--- src/rtl/otp_seq_pkg.sv ---
package otp_seq_pkg;

    localparam logic [7:0] CMD_OTP_SETUP  = 8'hC0;
    localparam logic [7:0] CMD_READ_STAT  = 8'h70;
    localparam logic [7:0] CMD_CLR_STAT   = 8'h50;
    localparam logic [7:0] CMD_READ_ARRAY = 8'hFF;

    localparam int SB_READY = 7;
    localparam int SB_PROG  = 4;
    localparam int SB_VOLT  = 3;
    localparam int SB_LOCK  = 1;

    typedef enum logic [3:0] {
        S_IDLE, S_SETUP, S_DATA, S_RSR, S_POLL,
        S_ARRAY, S_CLR, S_CLR_FF, S_HOLD
    } seq_state_e;

    typedef struct packed {
        logic timeout;
        logic volt;
        logic lock;
        logic prog;
    } err_vec_t;

    // Priority decode of sticky flags: voltage, then protection, then program failure
    function automatic err_vec_t decode_status(input logic [7:0] s);
        err_vec_t e;
        e = '0;
        if (s[SB_VOLT])      e.volt = 1'b1;
        else if (s[SB_LOCK]) e.lock = 1'b1;
        else if (s[SB_PROG]) e.prog = 1'b1;
        return e;
    endfunction

endpackage

--- src/rtl/otp_bus_port.sv ---
module otp_bus_port #(
    parameter int AW      = 20,
    parameter int ACC_CYC = 3
) (
    input  logic          clk,
    input  logic          rst,
    input  logic          go,
    input  logic          wr,
    input  logic [AW-1:0] addr,
    input  logic [7:0]    wdata,
    output logic          ack,
    output logic [7:0]    rdata,
    output logic          ce_n,
    output logic          we_n,
    output logic          oe_n,
    output logic [AW-1:0] addr_o,
    output logic [7:0]    dq_out,
    output logic          dq_oe,
    input  logic [7:0]    dq_in
);
    localparam int CW = (ACC_CYC > 1) ? $clog2(ACC_CYC) : 1;

    typedef enum logic [1:0] {B_IDLE, B_ACT, B_REC} bus_ph_e;

    bus_ph_e        ph;
    logic [CW-1:0]  cnt;
    logic           wr_q;

    always_ff @(posedge clk) begin
        if (rst) begin
            ph     <= B_IDLE;
            cnt    <= '0;
            wr_q   <= 1'b0;
            addr_o <= '0;
            dq_out <= '0;
            rdata  <= '0;
        end else begin
            case (ph)
                B_IDLE: if (go) begin
                    ph     <= B_ACT;
                    cnt    <= '0;
                    wr_q   <= wr;
                    addr_o <= addr;
                    dq_out <= wdata;
                end
                B_ACT: begin
                    if (cnt == CW'(ACC_CYC - 1)) begin
                        ph <= B_REC;
                        if (!wr_q) rdata <= dq_in;
                    end else begin
                        cnt <= cnt + 1'b1;
                    end
                end
                default: ph <= B_IDLE;
            endcase
        end
    end

    assign ce_n  = (ph != B_ACT);
    assign we_n  = !((ph == B_ACT) && wr_q);
    assign oe_n  = !((ph == B_ACT) && !wr_q);
    assign dq_oe = (ph == B_ACT) && wr_q;
    assign ack   = (ph == B_REC);

endmodule

--- src/rtl/otp_poll_ctr.sv ---
module otp_poll_ctr #(
    parameter int POLL_MAX = 64
) (
    input  logic clk,
    input  logic rst,
    input  logic clr,
    input  logic inc,
    output logic last
);
    localparam int PW = (POLL_MAX > 1) ? $clog2(POLL_MAX) : 1;

    logic [PW-1:0] cnt;

    always_ff @(posedge clk) begin
        if (rst || clr) cnt <= '0;
        else if (inc && !last) cnt <= cnt + 1'b1;
    end

    assign last = (cnt == PW'(POLL_MAX - 1));

endmodule

--- src/rtl/otp_prog_seq.sv ---
module otp_prog_seq
    import otp_seq_pkg::*;
#(
    parameter int AW       = 20,
    parameter int ACC_CYC  = 3,
    parameter int POLL_MAX = 64
) (
    input  logic          clk,
    input  logic          rst,
    input  logic          req_start,
    input  logic [AW-1:0] req_addr,
    input  logic [7:0]    req_data,
    input  logic          req_batch_last,
    input  logic          req_clear,
    output logic          busy,
    output logic          done,
    output logic [3:0]    err,
    output logic          fl_ce_n,
    output logic          fl_we_n,
    output logic          fl_oe_n,
    output logic [AW-1:0] fl_addr,
    output logic [7:0]    fl_dq_out,
    output logic          fl_dq_oe,
    input  logic [7:0]    fl_dq_in
);
    seq_state_e    st;
    logic [AW-1:0] addr_q;
    logic [7:0]    data_q;
    logic          last_q;
    logic          pend;
    err_vec_t      err_q;
    logic          done_q;

    logic          acc_go, acc_wr, acc_ack, poll_last;
    logic [7:0]    acc_wdata, acc_rdata;
    err_vec_t      stat_err;

    assign busy   = !((st == S_IDLE) || (st == S_HOLD));
    assign acc_go = busy && !pend;
    assign acc_wr = (st != S_POLL);

    always_comb begin
        case (st)
            S_SETUP:           acc_wdata = CMD_OTP_SETUP;
            S_DATA:            acc_wdata = data_q;
            S_RSR:             acc_wdata = CMD_READ_STAT;
            S_CLR:             acc_wdata = CMD_CLR_STAT;
            S_ARRAY, S_CLR_FF: acc_wdata = CMD_READ_ARRAY;
            default:           acc_wdata = 8'h00;
        endcase
    end

    assign stat_err = decode_status(acc_rdata);

    otp_bus_port #(.AW(AW), .ACC_CYC(ACC_CYC)) u_bus (
        .clk(clk), .rst(rst),
        .go(acc_go), .wr(acc_wr), .addr(addr_q), .wdata(acc_wdata),
        .ack(acc_ack), .rdata(acc_rdata),
        .ce_n(fl_ce_n), .we_n(fl_we_n), .oe_n(fl_oe_n),
        .addr_o(fl_addr), .dq_out(fl_dq_out), .dq_oe(fl_dq_oe),
        .dq_in(fl_dq_in)
    );

    otp_poll_ctr #(.POLL_MAX(POLL_MAX)) u_poll (
        .clk(clk), .rst(rst),
        .clr(st == S_RSR),
        .inc((st == S_POLL) && acc_ack && !acc_rdata[SB_READY]),
        .last(poll_last)
    );

    always_ff @(posedge clk) begin
        if (rst) begin
            st     <= S_IDLE;
            addr_q <= '0;
            data_q <= '0;
            last_q <= 1'b0;
            pend   <= 1'b0;
            err_q  <= '0;
            done_q <= 1'b0;
        end else begin
            done_q <= 1'b0;
            if (acc_go)       pend <= 1'b1;
            else if (acc_ack) pend <= 1'b0;
            case (st)
                S_IDLE: if (req_start) begin
                    addr_q <= req_addr;
                    data_q <= req_data;
                    last_q <= req_batch_last;
                    st     <= S_SETUP;
                end
                S_SETUP: if (acc_ack) st <= S_DATA;
                S_DATA:  if (acc_ack) st <= S_RSR;
                S_RSR:   if (acc_ack) st <= S_POLL;
                S_POLL: if (acc_ack) begin
                    if (acc_rdata[SB_READY]) begin
                        if (!last_q) begin
                            done_q <= 1'b1;
                            err_q  <= '0;
                            st     <= S_IDLE;
                        end else if (stat_err != '0) begin
                            done_q <= 1'b1;
                            err_q  <= stat_err;
                            st     <= S_HOLD;
                        end else begin
                            st <= S_ARRAY;
                        end
                    end else if (poll_last) begin
                        done_q        <= 1'b1;
                        err_q         <= '0;
                        err_q.timeout <= 1'b1;
                        st            <= S_HOLD;
                    end
                end
                S_HOLD:  if (req_clear) st <= S_CLR;
                S_CLR:   if (acc_ack) st <= S_CLR_FF;
                S_ARRAY, S_CLR_FF: if (acc_ack) begin
                    done_q <= 1'b1;
                    err_q  <= '0;
                    st     <= S_IDLE;
                end
                default: st <= S_IDLE;
            endcase
        end
    end

    assign done = done_q;
    assign err  = err_q;

endmodule

--- config.mk ---
export PLATFORM = sky130hd
export DESIGN_NAME = otp_prog_seq
export DESIGN_NICKNAME = d
export VERILOG_FILES = /design/src/rtl/otp_seq_pkg.sv /design/src/rtl/otp_bus_port.sv /design/src/rtl/otp_poll_ctr.sv /design/src/rtl/otp_prog_seq.sv
export SDC_FILE = /design/constraint.sdc
export NUM_CORES = 1
export LEC_CHECK = 0
export BUFFER_PORTS_ARGS = -buffer_cell sky130_fd_sc_hd__buf_2
export CAP_MARGIN = 20
export CORE_ASPECT_RATIO = 0.8
export CORE_MARGIN = 2
export CORE_UTILIZATION = 48
export DETAILED_ROUTE_END_ITERATION = 8
export PLACE_DENSITY_LB_ADDON = 0.12
export SYNTH_ARGS = -nofsm -noshare
export SYNTH_HDL_FRONTEND = slang
export SYNTH_SLANG_ARGS = --single-unit
--- constraint.sdc ---
create_clock -name clk -period 1.8 [get_ports clk]
set_input_delay 0.18 -clock clk [delete_from_list [all_inputs] [get_ports clk]]
set_output_delay 0.18 -clock clk [all_outputs]
set_load 0.01 [all_outputs]
Word-level counts from Yosys, hierarchy flattened
Cells that the tools add are included.
Storage, ports and cells
  register bits: 86
  input port bits: 41
  output and inout bits: 38
  logic and storage cells: 115
Operators by class
  $add $sub $neg: 2
  equal/unequal tests: 27
  muxes and demuxes: 39
  bitwise operators: 1
  reduce and logical (&&, ||, !) cells: 29
Operator list (count)
  4-bit 2-to-1 mux: 16
  8-bit one-hot mux with 5 select lines: 1
  4-bit one-hot mux with 8 select lines: 1
  2-bit != test, second input constant: 10
  4-bit by 3-bit equality test with 1-bit output, second input constant: 4
  1-bit 2-to-1 mux: 12
  2-bit 2-to-1 mux: 5
  9-bit AND reduction: 1
  4-bit by 2-bit equality test with 1-bit output, second input constant: 2
  2-bit one-hot mux with 2 select lines: 2
  4-bit one-hot mux with 2 select lines: 1
  1-bit logical NOT: 7
  6-bit by 1-bit adder with 6-bit output, second input constant: 1
  6-bit equality test, second input constant: 1
  1-bit logical AND: 6
  2-bit AND reduction: 3
  3-bit AND reduction: 2
  2-bit nonzero test: 3
  5-bit AND reduction: 1
  2-bit equality test, second input constant: 2
  4-bit by 1-bit equality test with 1-bit output, second input constant: 1
  4-bit equality test, second input constant: 1
  4-bit logical NOT: 1
  2-bit by 1-bit != test with 1-bit output, second input constant: 2
  11 further kinds: 12

Longest topological paths before layout
  depth after elaboration: 9
  depth in mapped cells: 7

By module
From an unflattened synthesis, not the netlist that was laid out.
Unflattened totals
  cells, all modules: 433
  area, all modules: 3500.9 um2
Modules (own cells, without submodules)
  otp_prog_seq: times used 1, cells an instance 224, area an instance 1710.4 um2
  otp_bus_port: times used 1, cells an instance 177, area an instance 1491.4 um2
  otp_poll_ctr: times used 1, cells an instance 32, area an instance 299.0 um2

Worst setup path before layout
Ideal clock, no wire load.
  path type: register to register
  from: register u_bus.rdata[1]
  to: register err_q (netlist bit err[3])
  library setup time: 0.123 ns
  arrival: 1.571 ns
  required time: 1.677 ns
  setup slack: 0.106 ns
  stages on the path, launching flop included: 5
  period minus slack after synthesis: 1.694 ns
  cell sequence: dfxtp_1 -> or3_1 -> or2_2 -> a31o_2 -> mux2_1
On the way
  longest elaborated chain between the ends: 5
RTL lines
  start, declared: line otp_bus_port.sv:12  | output logic [7:0] rdata,
  start signal, assigned: line otp_bus_port.sv:49  | if (!wr_q) rdata <= dq_in;
  1-bit 2-to-1 mux: line otp_seq_pkg.sv:30  | else if (s[SB_LOCK]) e.lock = 1'b1;
  2-bit 2-to-1 mux (*): line otp_seq_pkg.sv:29  | if (s[SB_VOLT]) e.volt = 1'b1;
  4-bit nonzero test (*): line otp_prog_seq.sv:100  | end else if (stat_err != '0) begin
  4-bit != test (no line) (*)
  5-bit AND reduction (no line) (*)
  end signal, assigned: line otp_prog_seq.sv:102  | err_q <= stat_err;
  end, declared: line otp_prog_seq.sv:31  | err_vec_t err_q;
Mark *: on every way between the ends. The rest lies on a longest branch, timed or not.
A chain may end at the register's enable or synchronous reset.

Final worst setup path
Same ends and word-level chain as after synthesis.

==> impl_metrics.csv <==
group,metric,value,unit
routing,drt_wl_total,7650,um
pwr,ir_worst_vdd,687,uV
setup_path,crit_fanout,4,
final_layout,area_growth,23.9,%
clocking,cts_buffers,9,
timing,fin_crit_sh,95.1,%
pwr,pwr-share-clk,32.3,%
final_layout,drive_gt1_share,25.8,%
pwr,internal_power,2.91,mW
synthesis,synth_edf_count,0,
routing,first_pass_iters,4,
pwr,p_sw_share,30.1,%
routing,drtAntennaViolNets,0,
clocking,insertion_delay,0.36,ns
final_layout,n_antenna_cell,0,
floorplanning,pin_count,79,
routing,via_per_inst,5.16,
routing,wire_per_inst,13.0,um
synthesis,avgSynthCellArea,8.13,um^2
clocking,cts_tree,"done",
global_routing,grt_overflow,0,
synthesis,synth_flop_cell,"dfxtp_1",
routing,vias,3042,
pwr,p_comb_share,19.5,%
worst_hold_path,hp-class,"in -> reg",
floorplanning,start_util,49.3,%
global_routing,grtUsageTotal,20.1,%
synthesis,ys_ff_latch,82,
clocking,path_clk_slew,0.09,ns
synthesis,mappedNetlistArea,0.00336,mm^2
timing,setup_viol,0,
placement,finalWeightedCongestion,0.853,
routing,drc,0,
synthesis,yosysSeqAreaShare,48.8,%
timing,timing.final.crit_period,1.71,ns
floorplanning,die_y,78.9,um
timing,fin_skew,0.00690,ns
clocking,cts-htree-levels,3,
timing,relSlewSlack,64.3,%
global_routing,grt_pass1_vias,2642,
timing,fin_tns_setup,0,ns
synthesis,async_flop_share,0,%
clocking,clockBufferDepth,2,
outcome,status,"finished clean",
placement,post-dp-hpwl,5230,um
timing,max_freq,584,MHz
timing,worstMarginPinSlew,0.534,ns
synthesis,synthCells,414,
final_layout,mostFrequentLayoutCell,"nand2_1",
pwr,p_per_area,999,mW/mm^2
floorplanning,rows,27,
pwr,power.total,4.17,mW
setup_path,critPathKind,"reg -> reg",
timing,rsz0062_at_grt,"false",
floorplanning,core_area,0.00682,mm^2
clocking,hold_buffers,0,
final_layout,fillers,660,
synthesis,yosysWarnings,0,
floorplanning,fp.dieArea,0.00770,mm^2
pwr,power_frac_seq,48.3,%
setup_path,cp-start-kind,"flop",
clocking,cts_root_buf,"clkbuf_8",
synthesis,ys_types,48,
setup_path,crit_required,2.05,ns
global_routing,grt_max_degree,30,
setup_path,cp.arrival,1.97,ns
pwr,p_sw,1.25,mW
floorplanning,die_w,97.6,um
pwr,p_leak,1.70,nW
routing,drt_iter0_drc,187,
global_routing,grt_antenna_before_repair,0,
final_layout,final_nets,541,
placement,port_buffers,74,
timing,slew_violations,0,
final_layout,final_cell_mix,"nand2_1 (115), dfxtp_1 (79), buf_2 (74)",
timing,hold_violations,0,
run,drv_cap,0,
setup_path,cp-end-kind,"flop",
global_routing,grt_pass1_wl,12400,um
clocking,cts_num_sinks,82,
synthesis,syn-num-nets,457,
## per-layer routing
layer,wire length [um],track usage [%],vias to the layer above
met5,0,0,-
met4,93,6.11,0
met3,433,6.34,8
met2,3340,31.1,65
met1,3790,27.2,1398
li1,-,-,1571
## path summary, 6_finish.rpt
kind	from	to	slack, ns	cells after the start
max	u_bus.rdata[1]	err[3]	0.09	4
min	req_addr[18]	addr_q[18]	0.05	3
max reg2reg	u_bus.rdata[1]	err[3]	0.09	4
min reg2reg	addr_q[3]	u_bus.addr_o[3]	0.45	2
## cells in the mapped netlist (all sizes together) (3+ instances only)
cell,count,area [um^2]
a21oi,72,360
a31o,3,26.3
buf,5,30.0
clkbuf,22,82.6
dfxtp,82,1640
inv,10,37.5
mux2i,9,90.1
nand2,115,432
nand2b,9,56.3
nand3,5,25.0
nor2,14,52.6
nor2b,4,25.0
nor3,5,30.0
nor3b,4,35.0
o211ai,4,35.0
o21ai,5,25.0
or3,12,75.1
or4,3,22.5
xor2,3,26.3
## area by class of cell
cell class	count	area (um^2)	share of cell area [%]
Inverter	10	37.5	0.900
Sequential cell	82	1650	39.5
Timing Repair Buffer	100	591	14.2
Clock buffer	9	124	2.97
Tap cell	87	109	2.61
Clock inverter	7	77.6	1.86
Multi-Input combinational cell	295	1590	38.0
## flip-flops by register name (all words and copies together) (netlist names)
name	count
st	4
last_q	1
u_bus.wr_q	1
u_poll.cnt	6
u_bus.rdata	4
done	1
pend	1
data_q	8
err	4
u_bus.ph	2
u_bus.addr_o	20
addr_q	20
u_bus.cnt	2
u_bus.dq_out	8
## logic make-up after synthesis
family                   count (synthesis)  share of synthesized area [%]
AO/OA/AOI/OAI                           97                           16.3
XOR/XNOR                                 3                          0.781
adder cells (fa/ha/maj)                  2                          0.744
buffers and inverters                   37                           4.46
flip-flops                              82                           48.8
multiplexers                            10                           3.01
AND/OR/NAND/NOR                        183                           25.9
## what timing repair did
action,CTS,global route
endpoints found under the setup margin,2,4
gates cloned,0,0
buffers inserted,0,1
resized for setup,3,1
## critical path: stages, from the launching register on
cell and delay [ns]:
dfxtp_1 0.33, or3_1 0.40, or2_2 0.32, a31o_2 0.26, mux2_1 0.30
## power by group through the flow
| stage | logic (mW) | registers [mW] | clock network, mW |
|---|---|---|---|
| 3_3_place_gp | 0.788 | 2.05 | 0 |
| 4_1_cts | 0.813 | 2.01 | 1.38 |
| 6_report | 0.811 | 2.01 | 1.34 |
| 3_5_place_dp | 0.804 | 2.05 | 0 |
| 5_1_grt | 0.897 | 2.03 | 1.46 |
| 2_1_floorplan | 0.487 | 2.05 | 0 |
## per-stage QoR
step	area, um^2	std cells	worst slack [ns]	util, %	hold slack, ns
2_1_floorplan	3360	414	0.106	-	0.316
5_1_grt	4170	590	0.00418	61.1	0.0397
3_5_place_dp	3950	573	0.0167	57.9	0.426
3_3_place_gp	3950	573	0.0818	57.9	0.415
4_1_cts	4160	589	0.0792	61.0	0.0362
6_report	4170	590	0.0877	61.1	0.0473
Note: power is estimated with default switching activity, not from simulation.
